`src/rtl/rbs_pkg.sv`:
```
package rbs_pkg;

  // Per-channel control word, bit 0 = signalling off, bit 1 = invert, bit 2 = loopback
  localparam int CTL_W = 3;

  typedef struct packed {
    logic loop_sel;
    logic invert;
    logic sig_off;
  } chan_ctl_t;

endpackage

```
`src/rtl/rbs_sig_store.sv`:
```
module rbs_sig_store #(
  parameter int NUM_CH = 24,
  parameter int NIB_W  = 4,
  parameter int CH_W   = $clog2(NUM_CH)
) (
  input  logic             clk,
  input  logic             rst_n,
  input  logic             wr_en_i,
  input  logic [CH_W-1:0]  wr_ch_i,
  input  logic [NIB_W-1:0] wr_nib_i,
  input  logic             sync_i,
  input  logic [CH_W-1:0]  rd_ch_i,
  output logic [NIB_W-1:0] rd_nib_o
);

  logic [NIB_W-1:0] pend_q [NUM_CH];
  logic [NIB_W-1:0] act_q  [NUM_CH];

  for (genvar g = 0; g < NUM_CH; g++) begin : g_chan
    // Host side: pending copy, last write wins
    always_ff @(posedge clk) begin
      if (!rst_n) begin
        pend_q[g] <= '0;
      end else if (wr_en_i && (wr_ch_i == CH_W'(g))) begin
        pend_q[g] <= wr_nib_i;
      end
    end

    // Line side: active copy, refreshed only at frame start
    always_ff @(posedge clk) begin
      if (!rst_n) begin
        act_q[g] <= '0;
      end else if (sync_i) begin
        act_q[g] <= pend_q[g];
      end
    end

    p_active_hold_r8: assert property (@(posedge clk) disable iff (!rst_n)
      !sync_i |=> $stable(act_q[g]));

    p_active_load_r8: assert property (@(posedge clk) disable iff (!rst_n)
      sync_i |=> act_q[g] == $past(pend_q[g]));
  end

  always_comb begin
    rd_nib_o = '0;
    for (int i = 0; i < NUM_CH; i++) begin
      if (rd_ch_i == CH_W'(i)) rd_nib_o = act_q[i];
    end
  end

endmodule

```
`src/rtl/rbs_ctl_store.sv`:
```
module rbs_ctl_store
  import rbs_pkg::*;
#(
  parameter int NUM_CH = 24,
  parameter int CH_W   = $clog2(NUM_CH)
) (
  input  logic             clk,
  input  logic             rst_n,
  input  logic             wr_en_i,
  input  logic [CH_W-1:0]  wr_ch_i,
  input  logic [CTL_W-1:0] wr_word_i,
  input  logic [CH_W-1:0]  rd_ch_i,
  output chan_ctl_t        rd_ctl_o
);

  chan_ctl_t ctl_q [NUM_CH];

  for (genvar g = 0; g < NUM_CH; g++) begin : g_chan
    always_ff @(posedge clk) begin
      if (!rst_n) begin
        ctl_q[g] <= '0;
      end else if (wr_en_i && (wr_ch_i == CH_W'(g))) begin
        ctl_q[g] <= chan_ctl_t'(wr_word_i);
      end
    end

    p_ctl_hold_r5: assert property (@(posedge clk) disable iff (!rst_n)
      !(wr_en_i && (wr_ch_i == CH_W'(g))) |=> $stable(ctl_q[g]));
  end

  // Out-of-range channels read an all-zero word
  always_comb begin
    rd_ctl_o = '0;
    for (int i = 0; i < NUM_CH; i++) begin
      if (rd_ch_i == CH_W'(i)) rd_ctl_o = ctl_q[i];
    end
  end

endmodule

```
`src/rtl/rbs_frame_decode.sv`:
```
module rbs_frame_decode #(
  parameter int FRAMES = 24,
  parameter int PERIOD = 6,
  parameter int NIB_W  = 4,
  parameter int FR_W   = $clog2(FRAMES + 1),
  parameter int SEL_W  = $clog2(NIB_W)
) (
  input  logic [FR_W-1:0]  frame_i,
  input  logic             esf_i,
  output logic             sig_frame_o,
  output logic [SEL_W-1:0] sel_o
);

  logic [FR_W-1:0]  quot;
  logic [SEL_W-1:0] slot;

  always_comb begin
    sig_frame_o = (frame_i != '0) &&
                  (frame_i <= FR_W'(FRAMES)) &&
                  ((frame_i % FR_W'(PERIOD)) == '0);
    quot = frame_i / FR_W'(PERIOD);
    slot = SEL_W'(quot - FR_W'(1));
    // Two-bit superframe: slots alternate A, B
    if (esf_i) sel_o = slot;
    else       sel_o = {{(SEL_W-1){1'b0}}, slot[0]};
  end

endmodule

```
`src/rtl/rbs_inserter.sv`:
```
module rbs_inserter
  import rbs_pkg::*;
#(
  parameter int NUM_CH = 24,
  parameter int OCT_W  = 8,
  parameter int NIB_W  = 4,
  parameter int FRAMES = 24,
  parameter int PERIOD = 6,
  localparam int CH_W  = $clog2(NUM_CH),
  localparam int FR_W  = $clog2(FRAMES + 1),
  localparam int SEL_W = $clog2(NIB_W)
) (
  input  logic             clk,
  input  logic             rst_n,
  input  logic             rbs_en_i,
  input  logic             esf_mode_i,
  input  logic             frm_sync_i,
  input  logic             sig_wr_i,
  input  logic [CH_W-1:0]  sig_ch_i,
  input  logic [NIB_W-1:0] sig_nib_i,
  input  logic             cfg_wr_i,
  input  logic [CH_W-1:0]  cfg_ch_i,
  input  logic [CTL_W-1:0] cfg_word_i,
  input  logic             in_valid_i,
  output logic             in_ready_o,
  input  logic [FR_W-1:0]  in_frame_i,
  input  logic [CH_W-1:0]  in_ch_i,
  input  logic [OCT_W-1:0] in_tx_i,
  input  logic [OCT_W-1:0] in_rx_i,
  output logic             out_valid_o,
  input  logic             out_ready_i,
  output logic [OCT_W-1:0] out_data_o
);

  logic [NIB_W-1:0] nib_rd;
  chan_ctl_t        ctl_rd;
  logic             sig_frame;
  logic [SEL_W-1:0] sel;
  logic             ch_ok;
  logic             accept;
  logic             insert;
  logic [OCT_W-1:0] src_oct;
  logic [OCT_W-1:0] inv_oct;
  logic [OCT_W-1:0] res_oct;

  rbs_sig_store #(.NUM_CH(NUM_CH), .NIB_W(NIB_W), .CH_W(CH_W)) u_sig (
    .clk      (clk),
    .rst_n    (rst_n),
    .wr_en_i  (sig_wr_i),
    .wr_ch_i  (sig_ch_i),
    .wr_nib_i (sig_nib_i),
    .sync_i   (frm_sync_i),
    .rd_ch_i  (in_ch_i),
    .rd_nib_o (nib_rd)
  );

  rbs_ctl_store #(.NUM_CH(NUM_CH), .CH_W(CH_W)) u_ctl (
    .clk       (clk),
    .rst_n     (rst_n),
    .wr_en_i   (cfg_wr_i),
    .wr_ch_i   (cfg_ch_i),
    .wr_word_i (cfg_word_i),
    .rd_ch_i   (in_ch_i),
    .rd_ctl_o  (ctl_rd)
  );

  rbs_frame_decode #(.FRAMES(FRAMES), .PERIOD(PERIOD), .NIB_W(NIB_W),
                     .FR_W(FR_W), .SEL_W(SEL_W)) u_dec (
    .frame_i     (in_frame_i),
    .esf_i       (esf_mode_i),
    .sig_frame_o (sig_frame),
    .sel_o       (sel)
  );

  assign in_ready_o = !out_valid_o || out_ready_i;
  assign accept     = in_valid_i && in_ready_o;

  // Source select, then inversion, then signalling insertion
  always_comb begin
    ch_ok   = in_ch_i < CH_W'(NUM_CH);
    src_oct = ctl_rd.loop_sel ? in_rx_i : in_tx_i;
    inv_oct = ctl_rd.invert ? ~src_oct : src_oct;
    insert  = sig_frame && rbs_en_i && !ctl_rd.sig_off && ch_ok;
    res_oct = inv_oct;
    if (insert) res_oct[0] = nib_rd[sel];
  end

  always_ff @(posedge clk) begin
    if (!rst_n) begin
      out_valid_o <= 1'b0;
      out_data_o  <= '0;
    end else begin
      if (in_ready_o) out_valid_o <= in_valid_i;
      if (accept)     out_data_o  <= res_oct;
    end
  end

  p_stall_hold_r11: assert property (@(posedge clk) disable iff (!rst_n)
    (out_valid_o && !out_ready_i) |=> (out_valid_o && $stable(out_data_o)));

  p_upper_kept_r9: assert property (@(posedge clk) disable iff (!rst_n)
    accept |=> (out_data_o >> 1) ==
      $past(((ctl_rd.loop_sel ? in_rx_i : in_tx_i) ^ {OCT_W{ctl_rd.invert}}) >> 1));

  p_master_off_r4: assert property (@(posedge clk) disable iff (!rst_n)
    (accept && !rbs_en_i) |=> out_data_o ==
      $past((ctl_rd.loop_sel ? in_rx_i : in_tx_i) ^ {OCT_W{ctl_rd.invert}}));

endmodule

```
`config.mk`:
```
export PLATFORM = sky130hd
export DESIGN_NAME = rbs_inserter
export DESIGN_NICKNAME = d
export VERILOG_FILES = /design/src/rtl/rbs_pkg.sv /design/src/rtl/rbs_sig_store.sv /design/src/rtl/rbs_ctl_store.sv /design/src/rtl/rbs_frame_decode.sv /design/src/rtl/rbs_inserter.sv
export SDC_FILE = /design/constraint.sdc
export NUM_CORES = 1
export LEC_CHECK = 0
export ABC_CLOCK_PERIOD_IN_PS = 5600
export BUFFER_PORTS_ARGS = -buffer_cell sky130_fd_sc_hd__buf_2
export CAP_MARGIN = 25
export CORE_ASPECT_RATIO = 1.1
export CORE_UTILIZATION = 32
export CTS_BUF_LIST = sky130_fd_sc_hd__clkbuf_4 sky130_fd_sc_hd__clkbuf_8
export CTS_CLUSTER_SIZE = 14
export DETAILED_ROUTE_END_ITERATION = 8
export PLACE_DENSITY = 0.52
export RECOVER_POWER = 50
export SLEW_MARGIN = 5
export SYNTH_ARGS = -nofsm -noshare
export SYNTH_HDL_FRONTEND = slang
export SYNTH_SLANG_ARGS = --single-unit
```
`constraint.sdc`:
```
create_clock -name clk -period 5.6 [get_ports clk]
set_input_delay 0.84 -clock clk [delete_from_list [all_inputs] [get_ports clk]]
set_output_delay 0.84 -clock clk [all_outputs]
set_load 0.03 [all_outputs]
```
==> results of run 1 <==
[stage by stage]
stage,hold WS [ps],util (%),instances
finish,475,36.3,1745
global route,489,36.3,1745
CTS,461,36.3,1745
detailed placement,456,34.0,1657
global placement,448,34.0,1657
floorplan,535,-,1115
[power by group through the flow]
| stage | clock network [mW] | registers [mW] | logic [mW] |
|---|---|---|---|
| 3_3_place_gp | 0 | 2.47 | 0.426 |
| 6_report | 1.83 | 2.42 | 0.427 |
| 5_1_grt | 1.97 | 2.43 | 0.465 |
| 4_1_cts | 1.88 | 2.42 | 0.430 |
| 3_5_place_dp | 0 | 2.46 | 0.428 |
| 2_1_floorplan | 0 | 2.45 | 0.278 |
[final timing paths]
| kind | startpoint | to | slack (ps) |
|---|---|---|---|
| max | rst_n | u_ctl.ctl_q[2][5] | 1630 |
| min | out_data_o[7] | out_data_o[7] | 470 |
| max reg2reg | u_ctl.ctl_q[1][5] | out_data_o[6] | 2970 |
| min reg2reg | out_data_o[7] | out_data_o[7] | 470 |
[layout by cell type (no fill, tap or decap), types with 6 or more instances in the layout]
cell type / n
a21boi_0: 7
a21oi_1: 29
a221oi_1: 7
a31oi_1: 8
and2_0: 27
and2_1: 118
and3_1: 128
buf_2: 48
buf_4: 7
clkbuf_1: 12
clkbuf_4: 13
clkbuf_8: 49
clkinv_1: 17
dfxtp_1: 9
edfxtp_1: 264
inv_1: 11
mux2_2: 7
mux2i_1: 26
mux4_2: 6
nand2_1: 43
nand2b_1: 21
nand3_1: 11
nand3b_1: 9
nor2_1: 64
nor2b_1: 13
nor3_1: 11
nor4_1: 7
o21ai_0: 72
o21ai_1: 6
o22ai_1: 9
o311ai_1: 8
o31ai_1: 10
[cell type report]
cell class              count  share of cell area [%]
flip-flops and latches    273                    54.1
multi-input cells         746                    32.3
clock buffers              62                    5.16
well taps                 560                    4.68
repair buffers             67                    2.26
clock inverters            26                    1.18
inverters                  11                   0.276
[critical path: cells and delay by family]
| family | cells | cell delay (ps) |
|---|---|---|
| buf+inv | 2 | 2490 |
| simple gates | 2 | 1080 |
[cells by family (layout without fill, tap and decap cells)]
kind of cell	count (synthesis)	after routing	share of synthesized area (%)
AO/OA/AOI/OAI	207	207	10.4
XOR/XNOR	4	4	0.262
adder cells (fa/ha/maj)	2	2	0.187
buffers and inverters	96	166	3.42
flip-flops	273	273	60.5
multiplexers	43	43	4.02
AND/OR/NAND/NOR	490	490	21.2
[registers in the layout (all words and copies together) (netlist names)]
signal,count
out_valid_o,1
u_sig.act_q,96
u_sig.pend_q,96
u_ctl.ctl_q,72
out_data_o,8
[synth_stat cells (all sizes together), types with 7 or more instances]
library cell and count:
dfxtp 9, o311ai 8, nor3 11, a221oi 8
and3 128, nand3 11, buf 29, mux2i 26
mux4 7, a21boi 8, o31ai 10, inv 11
nor4 7, nor2 65, o21ai 79, edfxtp 264
nand2 43, nor2b 14, nand3b 9, and2 146
a31oi 8, o22ai 9, a21oi 30, mux2 10
nand2b 22, clkbuf 56
[metal layers]
metal / share of wire (%) / vias up / wire length [um] / track usage [%]
met4: 3.0 / 0 / 1090 / 6.38
li1: - / 4252 / - / -
met3: 4.5 / 62 / 1670 / 2.68
met2: 48 / 264 / 17500 / 28.3
met1: 45 / 4521 / 16400 / 23.0
met5: 0 / - / 0 / 0
==> flow_summary.json, run 1 <==
{
  "outcome": "finished with violations",
  "failed_checks": "capacitance limit, slew limit",
  "clockPowerShare_pct": 39.2,
  "yosys_most_used_dff": "edfxtp_1",
  "place.detailed.hpwl_um": 24100,
  "crit_type": "in2reg",
  "switching_share_pct": 25.2,
  "hold_depth": 2,
  "drtIter0Drc": 716,
  "antennaDiodeCount": 0,
  "yosysSeqAreaShare_pct": 60.5,
  "ys_async_sr_fraction_pct": 0,
  "core_area_um2": 41300,
  "wl_per_cell_um": 21.0,
  "first_pass_iters": 5,
  "areaGrowthSynthToFinish_pct": 11.8,
  "p_int_mw": 3.50,
  "yosysTopAreaCell": "edfxtp_1",
  "final_nets": 1200,
  "rsz0062_at_grt": "no",
  "clk_path_buf_depth": 3,
  "grt_antenna_before_repair": 0,
  "netlist_instances": 1115,
  "timing.final.ws_setup_ps": 1630,
  "vias": 9099,
  "synth_edf_count": 264,
  "synth_cell_types": 79,
  "cts_setup_buffers": 0,
  "fin_area_um2": 15000,
  "routabilityCongestion": 0.862,
  "final-setup-viol-count": 0,
  "finalSetupTns_ps": 0,
  "syn_area_per_cell_um2": 12.0,
  "start_util_pct": 32.4,
  "worstPathMaxFanout": 51,
  "tritoncts": "built",
  "max_stage_delay_ps": 1570,
  "fin_skew_ps": 20.9,
  "wl_um": 36700,
  "power.total_mw": 4.68,
  "cp.required_ps": 6050,
  "cts_resized": 0,
  "vias_per_cell": 5.21,
  "combPwrFrac_pct": 9.1,
  "cp-end-kind": "flop",
  "grt.overflow.total": 0,
  "cap_viol_max_count": 2,
  "cts_root_buf": "clkbuf_8",
  "io_buffer_count": 61,
  "fin_crit_sh_pct": 71.0,
  "ys_ff_latch": 273,
  "die_h_um": 217,
  "netlist_area_um2": 13400,
  "pin_count": 62,
  "tightest_slew_ps": 3470,
  "synth_top_area_share_pct": 59.2,
  "regArea_um2": 8110,
  "clock-sinks": 273,
  "dp_slack_ps": 1620,
  "yosys_warnings": 0,
  "arrival_ps": 4430,
  "drc": 0,
  "hold_path.class": "reg2reg",
  "vdd_drop_max_uv": 190,
  "slew-limit-headroom_pct": -131,
  "r2r_cells": 8,
  "clock_latency_ps": 590,
  "fillers": 4060,
  "rows": 78,
  "ant_nets": 0,
  "cp_slowest_cell": "clkbuf_1",
  "synth_area_leaders": "edfxtp_1, and2_1, and3_1",
  "h-tree-depth": 2,
  "ctsHoldBuffers": 0,
  "maxSlewViolCount": 149,
  "crit_path_cell_trace": "clkbuf_1 -> inv_1 -> nor2_1 -> and3_1",
  "min_period_ps": 3970,
  "die_x_um": 197,
  "p_seq_share_pct": 51.7,
  "grtUsageTotal_pct": 17.3,
  "grt_pass1_wl_um": 56300,
  "power.density_nw_per_um2": 313,
  "multi_input_area_um2": 4840,
  "max_freq_mhz": 252,
  "die-area_um2": 42700,
  "grt_pass1_vias": 9154,
  "switchingPower_mw": 1.18,
  "cts_buffers": 47,
  "drive_above_1_share_pct": 13.2,
  "syn_nets": 1169,
  "p_leak_nw": 5.63,
  "grt_max_degree": 105,
  "finalHoldViolations": 0,
  "dpl-instance-area_um2": 14000,
  "worstSetupStartpointType": "primary input",
  "path_clk_slew_ps": 60
}
Power figures use the tool's default switching activity.
==> run 2, diff against run 1 <==
--- a/config.mk
+++ b/config.mk
@@ -5,7 +5,8 @@
 export SDC_FILE = /design/constraint.sdc
 export NUM_CORES = 1
 export LEC_CHECK = 0
-export ABC_CLOCK_PERIOD_IN_PS = 5600
+export ABC_AREA = 1
+export ABC_CLOCK_PERIOD_IN_PS = 3800
 export BUFFER_PORTS_ARGS = -buffer_cell sky130_fd_sc_hd__buf_2
 export CAP_MARGIN = 25
 export CORE_ASPECT_RATIO = 1.1
==> constraint.sdc (replaced) <==
create_clock -name clk -period 3.8 [get_ports clk]
set_input_delay 0.57 -clock clk [delete_from_list [all_inputs] [get_ports clk]]
set_output_delay 0.57 -clock clk [all_outputs]
set_load 0.03 [all_outputs]
==> flow_summary.json, run 2 <==
{
  "slew-limit-headroom_pct": -41.0,
  "crit_type": "in2reg",
  "die_x_um": 193,
  "yosysTopAreaCell": "edfxtp_1",
  "cp-end-kind": "flop",
  "start_util_pct": 32.6,
  "first_pass_iters": 8,
  "path_buf_inv": 3,
  "finalSetupTns_ps": 0,
  "grt_pass1_vias": 9124,
  "r2r-start": "u_ctl.ctl_q[0][8]",
  "ys_ff_latch": 273,
  "fin_crit_sh_pct": 83.9,
  "clock_latency_ps": 580,
  "ctsHoldBuffers": 0,
  "clk_path_buf_depth": 3,
  "netlist_area_um2": 12800,
  "pin_count": 62,
  "core_area_um2": 39300,
  "worstPathMaxFanout": 56,
  "wl_per_cell_um": 15.2,
  "yosys_most_used_dff": "edfxtp_1",
  "synth.most_common_cell": "nor2_1",
  "tritoncts": "built",
  "crit_path_cell_trace": "clkbuf_1 -> clkbuf_1 -> buf_4 -> o21ai_0",
  "max_freq_mhz": 313,
  "drive_above_1_share_pct": 12.7,
  "syn_area_per_cell_um2": 9.11,
  "vias": 9313,
  "wl_um": 31200,
  "netlist_instances": 1406,
  "hold_path.class": "in2reg",
  "cp.required_ps": 4010,
  "synth_area_leaders": "edfxtp_1, nor2_1, nand2_1",
  "switchingPower_mw": 1.63,
  "fin_util_pct": 37.6,
  "outcome": "finished with violations",
  "ant_nets": 0,
  "worstSetupStartpointType": "primary input",
  "grtUsageTotal_pct": 15.7,
  "failed_checks": "DRC, capacitance limit, slew limit",
  "cpLargestDelayFamily": "buffers and inverters",
  "p_seq_share_pct": 53.5,
  "cts_buffers": 46,
  "r2r_cells": 18,
  "power.total_mw": 6.63,
  "final_cell_mix": "nor2_1, nand2_1, edfxtp_1, inv_1, nand3_1",
  "rsz0062_at_grt": "no",
  "synth_cell_types": 36,
  "synth_edf_count": 264,
  "syn_nets": 1460,
  "min_period_ps": 3190,
  "clock-sinks": 273,
  "r2r-end": "out_data_o[6]",
  "finalHoldViolations": 0,
  "die-area_um2": 40800,
  "final_common_cell": "nor2_1",
  "synthTopCellsByCount": "nor2_1, nand2_1, edfxtp_1",
  "io_buffer_count": 61,
  "final-setup-viol-count": 0,
  "fillers": 3961,
  "grt_pass1_wl_um": 49200,
  "place.detailed.hpwl_um": 22200,
  "grt_antenna_before_repair": 1,
  "path_clk_slew_ps": 60,
  "rows": 76,
  "hold_path_end": "out_valid_o",
  "drtIter0Drc": 615,
  "dp_cells": 1963,
  "final_nets": 1558,
  "areaGrowthSynthToFinish_pct": 15.3,
  "die_h_um": 212,
  "ys_async_sr_fraction_pct": 0,
  "max_stage_delay_ps": 1450,
  "min_from": "in_valid_i",
  "hold_depth": 3,
  "cts_root_buf": "clkbuf_8",
  "power.density_nw_per_um2": 449,
  "tightest_slew_ps": 2120,
  "p_leak_nw": 6.32,
  "grt_max_degree": 57,
  "clockPowerShare_pct": 38.2,
  "largestRegisters": "u_sig.act_q x96, u_sig.pend_q x96, u_ctl.ctl_q x72",
  "reg2reg_slack_ps": 1200,
  "drc": 12,
  "antennaDiodeCount": 0,
  "yosys_warnings": 0,
  "p_int_mw": 5.00,
  "cts_setup_buffers": 0,
  "routabilityCongestion": 0.830,
  "timing.hold.ws_ps": 281,
  "fin_skew_ps": 20.6,
  "arrival_ps": 3400,
  "worst_path_most_repeated_cell": "clkbuf_1",
  "switching_share_pct": 24.6,
  "h-tree-depth": 2,
  "yosysSeqAreaShare_pct": 63.3,
  "synth_top_area_share_pct": 61.9,
  "maxSlewViolCount": 92,
  "cp_slowest_cell": "clkbuf_1",
  "stdcell_count": 2046,
  "grt.overflow.total": 0,
  "vias_per_cell": 4.55,
  "cap_viol_max_count": 2,
  "combPwrFrac_pct": 8.3,
  "vdd_drop_max_uv": 177,
  "cts_resized": 0
}
run 2: cell type report:
cell class / instances / area (um^2) / share of cell area (%)
well taps: 507 / 634 / 4.29
clock inverters: 15 / 78.8 / 0.533
flip-flops and latches: 273 / 8110 / 54.9
clock buffers: 68 / 805 / 5.45
inverters: 220 / 826 / 5.59
multi-input cells: 873 / 3710 / 25.1
repair buffers: 90 / 609 / 4.12
run 2: layer usage:
metal,GRT usage (%),part of all wire (%),wire (um)
met2,25.6,46,14200
met1,20.5,46,14400
met5,0,0.032,10
met3,2.92,5.2,1640
met4,5.89,2.8,885
run 2: tightest hold or removal path: cells and delay by family:
| kind | cells | cell delay, ps |
|---|---|---|
| buffers and inverters | 1 | 90 |
| AO/OA/AOI/OAI | 1 | 60 |
| AND/OR/NAND/NOR | 1 | 70 |
run 2: worst max-delay path by stage:
| stage | slack [ps] | start | endpoint | depth (start not counted) |
|---|---|---|---|---|
| floorplan | 1200 | in_frame_i[3] | out_data_o[0] | 17 |
| global placement | 540 | in_ch_i[2] | out_data_o[6] | 19 |
| detailed placement | 490 | in_ch_i[2] | out_data_o[7] | 19 |
| CTS | 1090 | in_ch_i[2] | out_data_o[6] | 19 |
| global route | 460 | rst_n | u_sig.pend_q[2][4] | 4 |
| finish | 610 | rst_n | u_sig.pend_q[2][15] | 4 |
run 2: cells by family after synthesis:
kind of cell	after synthesis	share of synthesized area, %
XOR/XNOR	2	0.137
flip-flops	273	63.3
AO/OA/AOI/OAI	49	2.06
buffers and inverters	260	7.74
AND/OR/NAND/NOR	820	26.6
adder cells (fa/ha/maj)	2	0.195
run 2: per-stage QoR:
stage | cell area (um^2) | setup WS, ps
final | 14800 | 610
after global routing | 14800 | 463
after CTS | 14800 | 1090
after detailed placement | 13900 | 492
after global placement | 13800 | 544
after floorplan | 12800 | 1200
run 2: power by group through the flow:
| stage | clock (mW) | sequential, mW | combinational, mW |
|---|---|---|---|
| 2_1_floorplan | 0 | 3.60 | 0.340 |
| 3_3_place_gp | 0 | 3.61 | 0.533 |
| 3_5_place_dp | 0 | 3.61 | 0.556 |
| 4_1_cts | 2.60 | 3.55 | 0.559 |
| 5_1_grt | 2.73 | 3.56 | 0.621 |
| 6_report | 2.53 | 3.55 | 0.548 |
==> run 3, diff against run 2 <==
--- a/config.mk
+++ b/config.mk
@@ -6,7 +6,7 @@
 export NUM_CORES = 1
 export LEC_CHECK = 0
 export ABC_AREA = 1
-export ABC_CLOCK_PERIOD_IN_PS = 3800
+export ABC_CLOCK_PERIOD_IN_PS = 2900
 export BUFFER_PORTS_ARGS = -buffer_cell sky130_fd_sc_hd__buf_2
 export CAP_MARGIN = 25
 export CORE_ASPECT_RATIO = 1.1
@@ -14,7 +14,7 @@
 export CTS_BUF_LIST = sky130_fd_sc_hd__clkbuf_4 sky130_fd_sc_hd__clkbuf_8
 export CTS_CLUSTER_SIZE = 14
 export DETAILED_ROUTE_END_ITERATION = 8
-export PLACE_DENSITY = 0.52
+export PLACE_DENSITY = 0.54
 export RECOVER_POWER = 50
 export SLEW_MARGIN = 5
 export SYNTH_ARGS = -nofsm -noshare
==> constraint.sdc (replaced) <==
create_clock -name clk -period 2.9 [get_ports clk]
set_input_delay 0.435 -clock clk [delete_from_list [all_inputs] [get_ports clk]]
set_output_delay 0.435 -clock clk [all_outputs]
set_load 0.03 [all_outputs]
==> flow_summary.json, run 3 (same netlist as run 2, synthesis figures left out) <==
{
  "clockPowerShare_pct": 37.5,
  "outcome": "finished with violations",
  "largestRegisters": "u_sig.act_q x96, u_sig.pend_q x96, u_ctl.ctl_q x72",
  "maxSlewViolCount": 97,
  "cts_root_buf": "clkbuf_8",
  "grt_antenna_before_repair": 3,
  "die-area_um2": 40800,
  "grt.overflow.total": 0,
  "slew-limit-headroom_pct": -28.6,
  "combPwrFrac_pct": 8.5,
  "place.detailed.hpwl_um": 21600,
  "cts_setup_buffers": 0,
  "areaGrowthSynthToFinish_pct": 16.3,
  "regArea_um2": 8110,
  "die_h_um": 212,
  "die_x_um": 193,
  "cts_resized": 0,
  "wl_um": 30600,
  "final-setup-viol-count": 0,
  "max_freq_mhz": 403,
  "grtUsageTotal_pct": 15.4,
  "clock-sinks": 273,
  "fin_crit_sh_pct": 85.6,
  "final_cell_mix": "nor2_1, nand2_1, edfxtp_1, inv_1, nand3_1",
  "final_common_cell": "nor2_1",
  "finalHoldViolations": 0,
  "fin_skew_ps": 12.6,
  "stdcell_count": 2075,
  "final_nets": 1588,
  "tritoncts": "built",
  "switchingPower_mw": 2.12,
  "worstPathMaxFanout": 15,
  "clock_latency_ps": 570,
  "start_util_pct": 32.6,
  "p_seq_share_pct": 53.9,
  "h-tree-depth": 2,
  "failed_checks": "DRC, capacitance limit, slew limit",
  "vias": 9346,
  "power.total_mw": 8.62,
  "grt_max_degree": 97,
  "dp_cells": 1995,
  "cap_viol_max_count": 1,
  "p_leak_nw": 6.43,
  "routabilityCongestion": 0.864,
  "worstSetupStartpointType": "primary input",
  "drive_above_1_share_pct": 14.3,
  "tightest_slew_ps": 1930,
  "first_pass_iters": 8,
  "cts_buffers": 44,
  "power.density_nw_per_um2": 578,
  "multi_input_area_um2": 3720,
  "pin_count": 62,
  "rsz0062_at_grt": "no",
  "drc": 8,
  "cp-end-kind": "flop",
  "grt_pass1_wl_um": 48700,
  "core_area_um2": 39300,
  "dp_slack_ps": -175,
  "ctsHoldBuffers": 0,
  "io_buffer_count": 61,
  "vias_per_cell": 4.50,
  "crit_type": "in2reg",
  "drtIter0Drc": 622,
  "arrival_ps": 2940,
  "ant_nets": 0,
  "fillers": 3949,
  "vdd_drop_max_uv": 223,
  "switching_share_pct": 24.6,
  "timing.final.ws_setup_ps": 417,
  "finalSetupTns_ps": 0,
  "min_period_ps": 2480,
  "grt_pass1_vias": 9133,
  "wl_per_cell_um": 14.7,
  "rows": 76,
  "p_int_mw": 6.50,
  "path_clk_slew_ps": 50,
  "hold_path.class": "in2reg",
  "clk_path_buf_depth": 3,
  "cp.required_ps": 3350
}
[run 3: final cells by class]
cell class | count | area share, %
Sequential cell | 273 | 54.4
Multi-Input combinational cell | 873 | 24.9
Inverter | 220 | 5.54
Timing Repair Buffer | 122 | 5.15
Clock buffer | 58 | 4.81
Tap cell | 507 | 4.26
Clock inverter | 21 | 0.881
Antenna cell | 1 | 0.0168
[run 3: worst max-delay path: stages]
cell and delay (ps):
buf_2 130, inv_2 80, nand2_1 80, nor2_4 230
nand2_1 240, or2_1 260, nand2_1 80, nand4_1 100
nor3_1 220, nand4_1 140, nand2_1 80, nand4_1 90
nor2_1 100, nand4_1 100, nand2_1 110, inv_2 100
and2_1 170, o21ai_1 120, inv_1 50
[run 3: stage by stage]
stage	hold slack (ps)	area, um^2	util (%)
2_1_floorplan	519	12800	-
3_3_place_gp	505	14100	35.8
3_5_place_dp	519	14100	35.8
4_1_cts	134	14900	38.0
5_1_grt	146	14900	38.0
6_report	166	14900	38.0
[run 3: power groups by stage]
stage,sequential [mW],clock [mW],combinational (mW)
after floorplan,4.72,0,0.446
after global placement,4.73,0,0.735
after detailed placement,4.73,0,0.742
after CTS,4.65,3.32,0.746
after global routing,4.67,3.50,0.835
final,4.65,3.24,0.737
[run 3: final timing paths]
| check | from | slack (ps) | depth (start not counted) | to |
|---|---|---|---|---|
| setup / recovery | in_ch_i[0] | 420 | 19 | out_data_o[7] |
| hold / removal | in_valid_i | 170 | 3 | out_valid_o |
| setup reg to reg | u_ctl.ctl_q[0][7] | 560 | 16 | out_data_o[7] |
| hold reg to reg | out_valid_o | 520 | 2 | out_valid_o |
[run 3: metal layers]
metal	vias up	GRT usage, %	share of wire [%]
met4	4	4.15	1.3
met3	33	2.64	4.8
met5	-	0	0.072
met1	4331	21.3	48
met2	209	24.9	46
li1	4769	-	-
